===== src/rtl/memmap_pkg.sv =====
package memmap_pkg;
  localparam int ADDR_W  = 24;
  localparam int REG_W   = 4;
  localparam int N_PRIM  = 8;
  localparam int N_SEC   = 5;
  localparam int SEC_LSB = 4;
  localparam int SEC_W   = 3;

  typedef enum logic [2:0] {
    PR_ROM    = 3'd0,
    PR_NVRAM  = 3'd1,
    PR_SYSRAM = 3'd2,
    PR_DSPRAM = 3'd3,
    PR_KEYPAD = 3'd4,
    PR_BUSIF  = 3'd5,
    PR_CRTC   = 3'd6,
    PR_PERIPH = 3'd7
  } prim_e;

  // strobes that act (clear/latch): write only, one-cycle pulse
  localparam logic [N_SEC-1:0] ACTION_MASK = 5'b10011;
endpackage


===== src/rtl/memmap_prim_dec.sv =====
module memmap_prim_dec
  import memmap_pkg::*;
(
  input  logic [REG_W-1:0]  region,
  output logic [N_PRIM-1:0] hit,
  output logic              unmapped
);
  logic [2:0] idx;
  logic       valid;

  always_comb begin
    valid = 1'b1;
    idx   = PR_ROM;
    unique case (region)
      4'h0, 4'h1:             idx = PR_ROM;
      4'h2:                   idx = PR_NVRAM;
      4'h4, 4'h5, 4'h6, 4'h7: idx = PR_SYSRAM;
      4'h8:                   idx = PR_DSPRAM;
      4'h9:                   idx = PR_KEYPAD;
      4'hA:                   idx = PR_BUSIF;
      4'hB:                   idx = PR_CRTC;
      4'hC:                   idx = PR_PERIPH;
      default:                valid = 1'b0;
    endcase
  end

  always_comb begin
    hit = '0;
    if (valid) hit[idx] = 1'b1;
    unmapped = ~valid;
  end
endmodule


===== src/rtl/memmap_sec_dec.sv =====
module memmap_sec_dec
  import memmap_pkg::*;
(
  input  logic [SEC_W-1:0] code,
  input  logic             in_window,
  input  logic             is_write,
  output logic [N_SEC-1:0] hit
);
  for (genvar i = 0; i < N_SEC; i++) begin : g_strobe
    if (ACTION_MASK[i]) begin : g_act
      assign hit[i] = in_window & is_write & (code == SEC_W'(i));
    end else begin : g_dev
      assign hit[i] = in_window & (code == SEC_W'(i));
    end
  end
endmodule


===== src/rtl/memmap_qual.sv =====
module memmap_qual (
  input  logic clk,
  input  logic rst_n,
  input  logic qual,
  output logic qual_q,
  output logic first_q
);
  logic qual_qq;
  logic qual_q_nx, qual_qq_nx;

  always_comb begin
    qual_q_nx  = qual;
    qual_qq_nx = qual_q;
  end

  always_ff @(posedge clk or negedge rst_n) begin
    if (!rst_n) begin
      qual_q  <= 1'b0;
      qual_qq <= 1'b0;
    end else begin
      qual_q  <= qual_q_nx;
      qual_qq <= qual_qq_nx;
    end
  end

  assign first_q = qual_q & ~qual_qq;
endmodule


===== src/rtl/memmap_sel_stage.sv =====
module memmap_sel_stage #(
  parameter int           W     = 8,
  parameter logic [W-1:0] PULSE = '0
) (
  input  logic         clk,
  input  logic         rst_n,
  input  logic         qual,
  input  logic         qual_q,
  input  logic         first_q,
  input  logic [W-1:0] hit,
  output logic [W-1:0] act
);
  logic [W-1:0] hit_q, hit_nx;
  logic         cap_en;

  always_comb begin
    cap_en = qual | qual_q;
    hit_nx = qual ? hit : '0;
  end

  always_ff @(posedge clk or negedge rst_n) begin
    if (!rst_n)      hit_q <= '0;
    else if (cap_en) hit_q <= hit_nx;
  end

  for (genvar i = 0; i < W; i++) begin : g_out
    if (PULSE[i]) begin : g_pulse
      assign act[i] = hit_q[i] & qual & qual_q & first_q;
    end else begin : g_level
      assign act[i] = hit_q[i] & qual & qual_q;
    end
  end


  action_pulse_chk: assert property (@(posedge clk) disable iff (!rst_n)
    (|(act & PULSE)) |=> !(|(act & PULSE)));
endmodule


===== src/rtl/memmap_decoder.sv =====
module memmap_decoder
  import memmap_pkg::*;
(
  input  logic              clk,
  input  logic              rst_n,
  input  logic [ADDR_W-1:0] addr,
  input  logic              as_n,
  input  logic              rw,
  input  logic              cs_en_n,
  output logic [N_PRIM-1:0] prim_sel_n,
  output logic [N_SEC-1:0]  sec_sel_n,
  output logic              bus_err
);
  logic              qual, qual_q, first_q;
  logic [N_PRIM-1:0] prim_hit, prim_act;
  logic [N_SEC-1:0]  sec_hit, sec_act;
  logic              unmapped, err_act;

  assign qual = ~as_n & ~cs_en_n;

  memmap_qual u_qual (
    .clk(clk), .rst_n(rst_n), .qual(qual), .qual_q(qual_q), .first_q(first_q)
  );

  memmap_prim_dec u_prim (
    .region(addr[ADDR_W-1 -: REG_W]), .hit(prim_hit), .unmapped(unmapped)
  );

  memmap_sec_dec u_sec (
    .code(addr[SEC_LSB +: SEC_W]), .in_window(prim_hit[PR_PERIPH]),
    .is_write(~rw), .hit(sec_hit)
  );

  memmap_sel_stage #(.W(N_PRIM), .PULSE('0)) u_pstage (
    .clk(clk), .rst_n(rst_n), .qual(qual), .qual_q(qual_q), .first_q(first_q),
    .hit(prim_hit), .act(prim_act)
  );

  memmap_sel_stage #(.W(N_SEC), .PULSE(ACTION_MASK)) u_sstage (
    .clk(clk), .rst_n(rst_n), .qual(qual), .qual_q(qual_q), .first_q(first_q),
    .hit(sec_hit), .act(sec_act)
  );

  memmap_sel_stage #(.W(1), .PULSE(1'b0)) u_estage (
    .clk(clk), .rst_n(rst_n), .qual(qual), .qual_q(qual_q), .first_q(first_q),
    .hit(unmapped), .act(err_act)
  );

  assign prim_sel_n = ~prim_act;
  assign sec_sel_n  = ~sec_act;
  assign bus_err    = err_act;


  prim_onehot_chk: assert property (@(posedge clk) disable iff (!rst_n)
    $onehot0(~prim_sel_n));

  sec_onehot_chk: assert property (@(posedge clk) disable iff (!rst_n)
    $onehot0(~sec_sel_n));

  sec_in_window_chk: assert property (@(posedge clk) disable iff (!rst_n)
    !(&sec_sel_n) |-> !prim_sel_n[PR_PERIPH]);

  idle_release_chk: assert property (@(posedge clk) disable iff (!rst_n)
    (as_n || cs_en_n) |-> (&prim_sel_n && &sec_sel_n && !bus_err));

  err_no_sel_chk: assert property (@(posedge clk) disable iff (!rst_n)
    bus_err |-> (&prim_sel_n && &sec_sel_n));
endmodule


===== config.mk =====
export PLATFORM = sky130hd
export DESIGN_NAME = memmap_decoder
export DESIGN_NICKNAME = d
export VERILOG_FILES = /design/src/rtl/memmap_pkg.sv /design/src/rtl/memmap_prim_dec.sv /design/src/rtl/memmap_sec_dec.sv /design/src/rtl/memmap_qual.sv /design/src/rtl/memmap_sel_stage.sv /design/src/rtl/memmap_decoder.sv
export SDC_FILE = /design/constraint.sdc
export NUM_CORES = 1
export LEC_CHECK = 0
export ABC_CLOCK_PERIOD_IN_PS = 1300
export BUFFER_PORTS_ARGS = -buffer_cell sky130_fd_sc_hd__buf_2
export CAP_MARGIN = 0
export CORE_AREA = 3 3 50 52
export CTS_CLUSTER_SIZE = 28
export DETAILED_ROUTE_END_ITERATION = 12
export DIE_AREA = 0 0 53 55
export HOLD_SLACK_MARGIN = 0.05
export PLACE_DENSITY = 0.74
export SLEW_MARGIN = 10
export SYNTH_ARGS = -nofsm -noshare
export SYNTH_HDL_FRONTEND = slang
export SYNTH_HIERARCHICAL = 1
export SYNTH_SLANG_ARGS = --single-unit

===== constraint.sdc =====
create_clock -name clk -period 1.3 [get_ports clk]
set_input_delay 0 -clock clk [delete_from_list [all_inputs] [get_ports clk]]
set_output_delay 0 -clock clk [all_outputs]
set_load 0.03 [all_outputs]

==> qor.txt <==
Status: completed
Synth area leader: dfrtp_1
Num rows: 17
DP HPWL: 1290 um
Max Root-Sink Buffers: 2
Most numerous cell in the Yosys netlist: dfrtp_1
Crit path required time: 1300 ps
Hold Path Origin: as_n
Syn. warnings: 6
Wire length of the first global-routing pass: 2860 um
Yosys reg bits: 16
Layout area overhead: 29.5%
Relative slew slack: 74.0%
Vias: 742
GRT Total Usage: 13.5%
Placed cells: 142
Total wire length: 1790 um
Final hold vios: 0
Static leakage: 0.575 nW
CTS root buf: clkbuf_4
Post-route insts no fill: 147
Core box area: 2150 um^2
Worst setup path category: reg -> out
F_max: 776 MHz
CP startpoint kind: flop
Placer congestion estimate: 0.678
Hold WS: 70.7 ps
Worst-Skew Late Latency: 280 ps
Worst endpoint data arrival time: 1290 ps
Class of the worst hold path: in -> reg
Vias in the first global route: 660
Initial core utilization: 43.0%
CTS Buf Count: 3
Final worst-path cycle share: 99.1%
Total Power: 974 uW
Peak supply drop: 0.561 mV
Chip Width: 53 um
Max-cap violation count: 0
Worst Path Max Fanout: 3
Share of cells above drive strength 1: 57.1%
Post-route ant nets: 0
Reg-to-Reg End: u_pstage/hit_q[4]
Worst slew pin tran: 388 ps
Drt pass-1 iters: 4
Unrepaired setup endpoints after global routing: yes
Critical Path Sink Type: output pin
Reg clk slew, reported paths: 90 ps
Final Setup Violations: 0
Sequential share of the synthesized area: 43.3%
Skew final: 3.41 ps
Post-CTS setup buffer count: 0
Grt ovf: 0
Hold Path End: u_qual/qual_q
1st-iter DRT viols: 6
Final net count: 149
Hold Path Depth: 3
Largest net degree at the start of global routing: 21
CTS sink count: 16
H-tree lvl count: 1
Die footprint: 2920 um^2
Library cells used by synthesis: 24
Number of vias per cell: 5.05
Die Height: 55 um
Number of synthesized flops with an enable pin: 0
R2r startpoint: u_qual/qual_q
Main synth FF type: dfrtp_1
Initial antenna violation count: 0
Reg2reg setup slack: 320 ps
Largest cells by area after synthesis: dfrtp_1, and3_2, a22o_1
Buffers on Ports: 25
FF-to-FF path depth: 3
Post-synthesis net count: 116
Mean Syn Cell Area: 10.6 um^2
Max Slew Vio Count: 0
Post-Syn Instances: 87
Synth top cells by count: dfrtp_1, inv_1, and3_2
PwrDens: 814 nW/um^2
DRC viols: 0
Crit path time final: 1290 ps
Ys async rst share: 100%
Antenna diodes: 0
Fin util: 55.7%
Ports: 43
Synth top area share: 43.3%
Wirelength per Cell: 12.2 um
Post-synthesis cell area: 925 um^2
CTS tree: built
==> routing by layer <==
metal	track usage (%)	part of all wire, %	vias to the layer above
li1	-	-	376
met1	17.9	47	338
met2	21.3	47	26
met3	2.41	6.1	2
met4	6.38	0.56	0
met5	0	0	-
==> report_power, final <==
group,leakage (nW),internal (mW),switching [mW]
sequential,0.219,0.512,0.00846
clock,0.0210,0.170,0.155
combinational,0.335,0.0543,0.0747
total,0.575,0.736,0.238
==> worst max path at each step <==
stage,slack (ps),end,cells after the start,startpoint
final,10,sec_sel_n[1],5,u_qual/qual_q
after global routing,-50,sec_sel_n[0],5,u_qual/qual_q
after CTS,-20,prim_sel_n[3],4,u_qual/qual_q
after detailed placement,100,u_sstage/hit_q[1],6,addr[23]
after global placement,160,u_sstage/hit_q[1],6,addr[23]
after floorplan,110,sec_sel_n[0],4,u_qual/qual_q
==> worst max-delay path, cell delays in order, from the launching register on <==
cell and delay [ps]:
dfrtp_1 410, nor2b_4 130, and3_4 170, and2_4 130
inv_2 40, buf_6 110
==> stage by stage <==
stage / TNS, ps / setup slack, ps / area [um^2]
global route: -345 / -53.3 / 1200
floorplan: 0 / 110 / 925
CTS: -66.8 / -20.6 / 1190
detailed placement: 0 / 102 / 1090
finish: 0 / 11.3 / 1200
global placement: 0 / 157 / 1090
==> final cells by class <==
class | instances | area [um^2]
inverter | 14 | 52.6
tap | 28 | 35.0
multi-input combinational | 54 | 453
fill | 208 | 951
clock buffer | 4 | 36.3
sequential | 16 | 400
timing repair buffer | 31 | 220
==> kinds of logic (layout without fill, tap and decap cells) <==
group | count (synthesis) | after routing | share of synthesized area, %
flops | 16 | 16 | 43.3
compound gates | 16 | 16 | 15.6
simple gates | 38 | 38 | 31.8
buf+inv | 17 | 49 | 9.34
==> timing repair <==
item,in CTS,in global routing
hold endpoints to repair,16,0
setup endpoints to repair,13,14
gates resized for setup,21,3
pin swaps,3,0
hold buffers,1,0
==> state kept, by name, summed over array words and instances (netlist names) <==
| name | cells |
|---|---|
| u_estage/hit_q | 1 |
| u_pstage/hit_q | 8 |
| u_qual/qual_q | 1 |
| u_qual/qual_qq | 1 |
| u_sstage/hit_q | 5 |
==> layout by cell type (no fill, tap or decap) <==
| master | instances |
|---|---|
| buf_6 | 4 |
| clkbuf_8 | 1 |
| inv_2 | 3 |
| dfrtp_1 | 16 |
| nor2_4 | 2 |
| buf_4 | 14 |
| nand2b_1 | 2 |
| nor2b_4 | 1 |
| nand2_2 | 2 |
| buf_2 | 12 |
| o31ai_1 | 1 |
| a22o_1 | 9 |
| and2b_1 | 1 |
| nor3b_2 | 1 |
| nand2_1 | 1 |
| a22o_2 | 5 |
| and4b_2 | 1 |
| nor4b_2 | 2 |
| and3_4 | 1 |
| clkbuf_4 | 3 |
| nor3_1 | 4 |
| inv_1 | 11 |
| and3_2 | 11 |
| and4b_1 | 1 |
| o211ai_1 | 1 |
| nor2_2 | 1 |
| nor2_1 | 2 |
| and4bb_2 | 1 |
| nor4_1 | 1 |
| and2_4 | 3 |
| dlygate4sd3_1 | 1 |
Note: power is estimated with default switching activity, not from simulation.
